===== config.mk =====
export PLATFORM = sky130hd
export DESIGN_NAME = task_slot_ctrl
export DESIGN_NICKNAME = d
export VERILOG_FILES = /design/src/rtl/slot_ctrl_pkg.sv /design/src/rtl/slot_marker_cmp.sv /design/src/rtl/slot_state_reg.sv /design/src/rtl/slot_handoff_out.sv /design/src/rtl/task_slot_ctrl.sv
export SDC_FILE = /design/constraint.sdc
export NUM_CORES = 1
export LEC_CHECK = 0
export ABC_AREA = 0
export BUFFER_PORTS_ARGS = -buffer_cell sky130_fd_sc_hd__buf_2
export CORE_AREA = 3 3 40 42
export DETAILED_ROUTE_END_ITERATION = 12
export DIE_AREA = 0 0 43 45
export MAX_ROUTING_LAYER = met4
export SLEW_MARGIN = 20
export SYNTH_ARGS = -nofsm -noshare
export SYNTH_HDL_FRONTEND = slang
export SYNTH_HIERARCHICAL = 1
export SYNTH_SLANG_ARGS = --single-unit

===== constraint.sdc =====
create_clock -name clk -period 1.63 [get_ports clk]
set_input_delay 0.0815 -clock clk [delete_from_list [all_inputs] [get_ports clk]]
set_output_delay 0.0815 -clock clk [all_outputs]
set_load 0.1 [all_outputs]

===== src/rtl/slot_ctrl_pkg.sv =====
package slot_ctrl_pkg;
  localparam int unsigned SLOT_ID_W = 8;
  typedef logic [SLOT_ID_W-1:0] slot_id_t;

  typedef enum logic [1:0] {
    ST_EMPTY = 2'd0,
    ST_READY = 2'd1,
    ST_RUN   = 2'd2
  } slot_state_e;

  function automatic logic id_hit(input logic vld, input slot_id_t rx, input slot_id_t own);
    return vld && (rx == own);
  endfunction

  function automatic slot_id_t bus_value(input logic send, input slot_id_t id);
    return send ? id : '0;
  endfunction
endpackage


===== src/rtl/slot_marker_cmp.sv =====
module slot_marker_cmp
  import slot_ctrl_pkg::*;
#(
  parameter slot_id_t OWN_ID = 8'h01
) (
  input  logic     mark_vld_i,
  input  slot_id_t mark_i,
  output logic     hit_o
);
  assign hit_o = id_hit(mark_vld_i, mark_i, OWN_ID);
endmodule


===== src/rtl/slot_state_reg.sv =====
module slot_state_reg
  import slot_ctrl_pkg::*;
(
  input  logic        clk,
  input  logic        rst_n,
  input  logic        load_done_i,
  input  logic        replaced_i,
  input  logic        hit_i,
  input  logic        exit_cond_i,
  output slot_state_e state_o,
  output logic        enter_run_o,
  output logic        leave_run_o
);
  slot_state_e state_q, state_d;

  always_comb begin
    state_d     = state_q;
    enter_run_o = 1'b0;
    leave_run_o = 1'b0;
    unique case (state_q)
      ST_EMPTY: if (load_done_i) state_d = ST_READY;
      ST_READY: begin
        if (replaced_i) begin
          state_d = ST_EMPTY;
        end else if (hit_i) begin
          state_d     = ST_RUN;
          enter_run_o = 1'b1;
        end
      end
      ST_RUN: if (exit_cond_i) begin
        state_d     = ST_READY;
        leave_run_o = 1'b1;
      end
      default: state_d = ST_EMPTY;
    endcase
  end

  always_ff @(posedge clk) begin
    if (!rst_n) state_q <= ST_EMPTY;
    else        state_q <= state_d;
  end

  assign state_o = state_q;
endmodule


===== src/rtl/slot_handoff_out.sv =====
module slot_handoff_out
  import slot_ctrl_pkg::*;
#(
  parameter slot_id_t NEXT_ID = 8'h02
) (
  input  logic     clk,
  input  logic     rst_n,
  input  logic     enter_run_i,
  input  logic     leave_run_i,
  output logic     proc_start_o,
  output logic     mark_send_o,
  output slot_id_t mark_out_o,
  output logic     load_req_o
);
  always_ff @(posedge clk) begin
    if (!rst_n) begin
      proc_start_o <= 1'b0;
      mark_send_o  <= 1'b0;
      mark_out_o   <= '0;
      load_req_o   <= 1'b0;
    end else begin
      proc_start_o <= enter_run_i;
      mark_send_o  <= leave_run_i;
      mark_out_o   <= bus_value(leave_run_i, NEXT_ID);
      load_req_o   <= leave_run_i;
    end
  end
endmodule


===== src/rtl/task_slot_ctrl.sv =====
module task_slot_ctrl
  import slot_ctrl_pkg::*;
#(
  parameter slot_id_t OWN_ID  = 8'h01,
  parameter slot_id_t NEXT_ID = 8'h02
) (
  input  logic                 clk,
  input  logic                 rst_n,
  input  logic                 load_done_i,
  input  logic                 replaced_i,
  input  logic                 mark_vld_i,
  input  logic [SLOT_ID_W-1:0] mark_i,
  input  logic                 exit_cond_i,
  output logic                 out_en_o,
  output logic                 proc_start_o,
  output logic                 mark_send_o,
  output logic [SLOT_ID_W-1:0] mark_out_o,
  output logic                 load_req_o
);
  logic        hit_w;
  logic        enter_run_w;
  logic        leave_run_w;
  slot_state_e state_w;

  slot_marker_cmp #(.OWN_ID(OWN_ID)) u_cmp (
    .mark_vld_i (mark_vld_i),
    .mark_i     (mark_i),
    .hit_o      (hit_w)
  );

  slot_state_reg u_state (
    .clk         (clk),
    .rst_n       (rst_n),
    .load_done_i (load_done_i),
    .replaced_i  (replaced_i),
    .hit_i       (hit_w),
    .exit_cond_i (exit_cond_i),
    .state_o     (state_w),
    .enter_run_o (enter_run_w),
    .leave_run_o (leave_run_w)
  );

  slot_handoff_out #(.NEXT_ID(NEXT_ID)) u_out (
    .clk          (clk),
    .rst_n        (rst_n),
    .enter_run_i  (enter_run_w),
    .leave_run_i  (leave_run_w),
    .proc_start_o (proc_start_o),
    .mark_send_o  (mark_send_o),
    .mark_out_o   (mark_out_o),
    .load_req_o   (load_req_o)
  );

  // Enable decoded from the state register: it falls at the very edge that leaves running.
  assign out_en_o = (state_w == ST_RUN);
endmodule


==> key figures <==
Status
  • Outcome: finished clean

Cells and area
  • Final nets: 64
  • Layout cell share with drive strength beyond 1: 54.2%
  • Commonest non-fill, non-tap cell in the layout: buf_2
  • Filler Cell Count: 145
  • Commonest non-fill, non-tap cells in the layout: 18 x buf_2, 7 x conb_1, 4 x dfxtp_1
  • Fin cells: 63
  • Area grow syn2layout: 31.2%
  • Diodes inserted: 0

Power and ir drop
  • Net Sw Frac: a little under two fifths
  • Pleak: roughly 0.19 nW
  • VDD IR max: ~170 uV
  • Net Switching: 123 uW
  • Power density over the cells: 884 mW/mm2
  • Clock power frac: a little under two fifths
  • Comb pwr share: 29.3%
  • Sequential share of power: 32.6%
  • Internal power: between 150 and 200 uW

Drt
  • 1st-iter DRT viols: 4
  • Final WL: about 530 um
  • DR pass1 iterations: 2
  • Final ANT Viol Nets: 0
  • Via density: approximately 4
  • DR DRC count: 0
  • Vias: 245
  • Routed len/inst: 8.48 um

Clock tree
  • CTS buffer count: 3
  • CTS tree: yes
  • Post-CTS Setup Inserts: 0
  • Post-CTS Resized: 0
  • Clock Root Buffer: clkbuf_4
  • Reg clk slew, reported paths: 0.04 ns
  • H-tree level count: 1
  • Clock Latency Late Sink: 0.23 ns
  • Cts hold-fix bufs: 0
  • Clock Sinks: 4
  • Clk buf depth: 2

Min path
  • Min-Delay Path Depth: 2
  • Hold Crit Class: in2reg

Timing
  • RSZ-0062 raised after global routing: no
  • Final Hold Vio Count: 0
  • Worst Clk Skew: approximately 0.0041 ns
  • Final setup fails: 0
  • Slew Viols, Final: 0
  • Post-layout min period: 1.31 ns
  • Setup TNS Final: 0 ns
  • Achievable frequency: 763 MHz
  • Fin crit share: between 80% and 90%

Setup path
  • Critical path class: reg2out
  • CP delay by family, top: buffers and inverters
  • Crit path max-delay cell type: buf_2
  • Crit-path cells: nor2b_4, buf_2
  • Worst Setup Start Kind: flip-flop
  • WP buf/inv: 1
  • FF-to-FF setup slack: 0.69 ns
  • Levels on crit path: 2
  • Crit path largest cell delay: 0.42 ns
  • CP max FO: 7
  • Critical Path End Type: output port
  • Worst path required time: ~1.6 ns
  • R2R cell count: 3
  • Critical Path AT: around 1.2 ns

Global routing
  • All-Layer GR Usage: 6.86%
  • GR Util met3: 3.98%
  • Vias in the first global route: approximately 210
  • Largest net degree at the start of global routing: 8
  • Busiest grt layer: met4
  • Met1 global-route usage: 5.53%
  • Met2 usage: under 10%
  • Congestion Overflow GR: 0
  • Antenna violations before repair: 0
  • First-pass GRT wire length: approximately 800 um

Synth
  • Syn Inst Count: 30
  • Synthesized area per cell: around 9.2 um2
  • Synth warn: 6
  • Synth cell types: 16
  • Cell area after synthesis: 277 um2
  • Sequential share of the synthesized area: roughly 29%
  • FF+latch count, synth: 4

Floorplanning
  • DIE AREA: 0.00194 mm2
  • Core Region: 0.00128 mm2
  • Top Ports: 26
  • Initial core utilization: around 22%
  • Row count: 13
  • Die height: 45 um
  • Chip Width: 43 um

Place
  • IO Port Bufs: 18
  • Inst Count DP: 60
  • Routability cong.: 0.596

Run
  • Max_cap viols: 0
-- state kept, by name, summed over array words and instances (netlist names) --
name,cells
u_out/mark_out_o,1
u_state/state_o,2
u_out/proc_start_o,1
-- cell type report --
class | count | area, um2 | area share [%]
Clock buffer | 3 | 22.5 | 6.21
Multi-Input combinational cell | 23 | 151 | 41.7
Sequential cell | 4 | 80.1 | 22.1
Tap cell | 15 | 18.8 | 5.17
Timing Repair Buffer | 18 | 90.1 | 24.8
-- power by group through the flow --
stage,Combinational [mW],Clock (mW),Sequential (mW)
6_report,0.0939,0.122,0.104
5_1_grt,0.0979,0.144,0.105
4_1_cts,0.0938,0.134,0.104
3_5_place_dp,0.0936,0,0.106
3_3_place_gp,0.0929,0,0.106
2_1_floorplan,0.0896,0,0.105
-- kinds of logic after synthesis --
family	Yosys count	share of synthesized area (%)
buf+inv	9	24.4
other cells	1	1.36
compound gates	3	8.60
simple gates	13	36.7
flops	4	29.0
-- path summary, 6_finish.rpt --
check | startpoint | endpoint
hold / removal | rst_n | u_out/proc_start_o
setup reg to reg | u_state/state_o[1] | u_out/proc_start_o
hold reg to reg | u_state/state_o[0] | u_state/state_o[1]
setup / recovery | u_state/state_o[1] | out_en_o
-- Yosys cell counts (all sizes together) --
cell type	count	area (um2)
nor2b	2	22.5
nor3b	1	7.51
conb	1	3.75
dfxtp	4	80.1
and2	2	12.5
nor4	1	12.5
or4b	1	10.0
and3	1	6.26
o31ai	1	7.51
or3b	1	8.76
a31oi	1	6.26
o32a	1	10.0
and3b	1	10.0
buf	9	67.6
nor2	3	11.3
-- routing by layer --
layer / vias to the layer above / routed length [um]
met5: - / 0
met4: 0 / 0
met3: 0 / 70
met2: 18 / 262
met1: 101 / 201
li1: 126 / -
-- metrics by stage --
| stage | power (mW) | hold slack, ns | cell area (um2) | worst slack, ns | util [%] |
|---|---|---|---|---|---|
| after detailed placement | 0.200 | 0.325 | 340 | 0.205 | 26.5 |
| after CTS | 0.332 | 0.0755 | 363 | 0.320 | 28.2 |
| after global placement | 0.199 | 0.322 | 340 | 0.228 | 26.5 |
| final | 0.321 | 0.0855 | 363 | 0.319 | 28.2 |
| after floorplan | 0.195 | 0.203 | 299 | 0.174 | - |
| after global routing | 0.347 | 0.0687 | 363 | 0.259 | 28.2 |
Note: power is estimated with default switching activity, not from simulation.
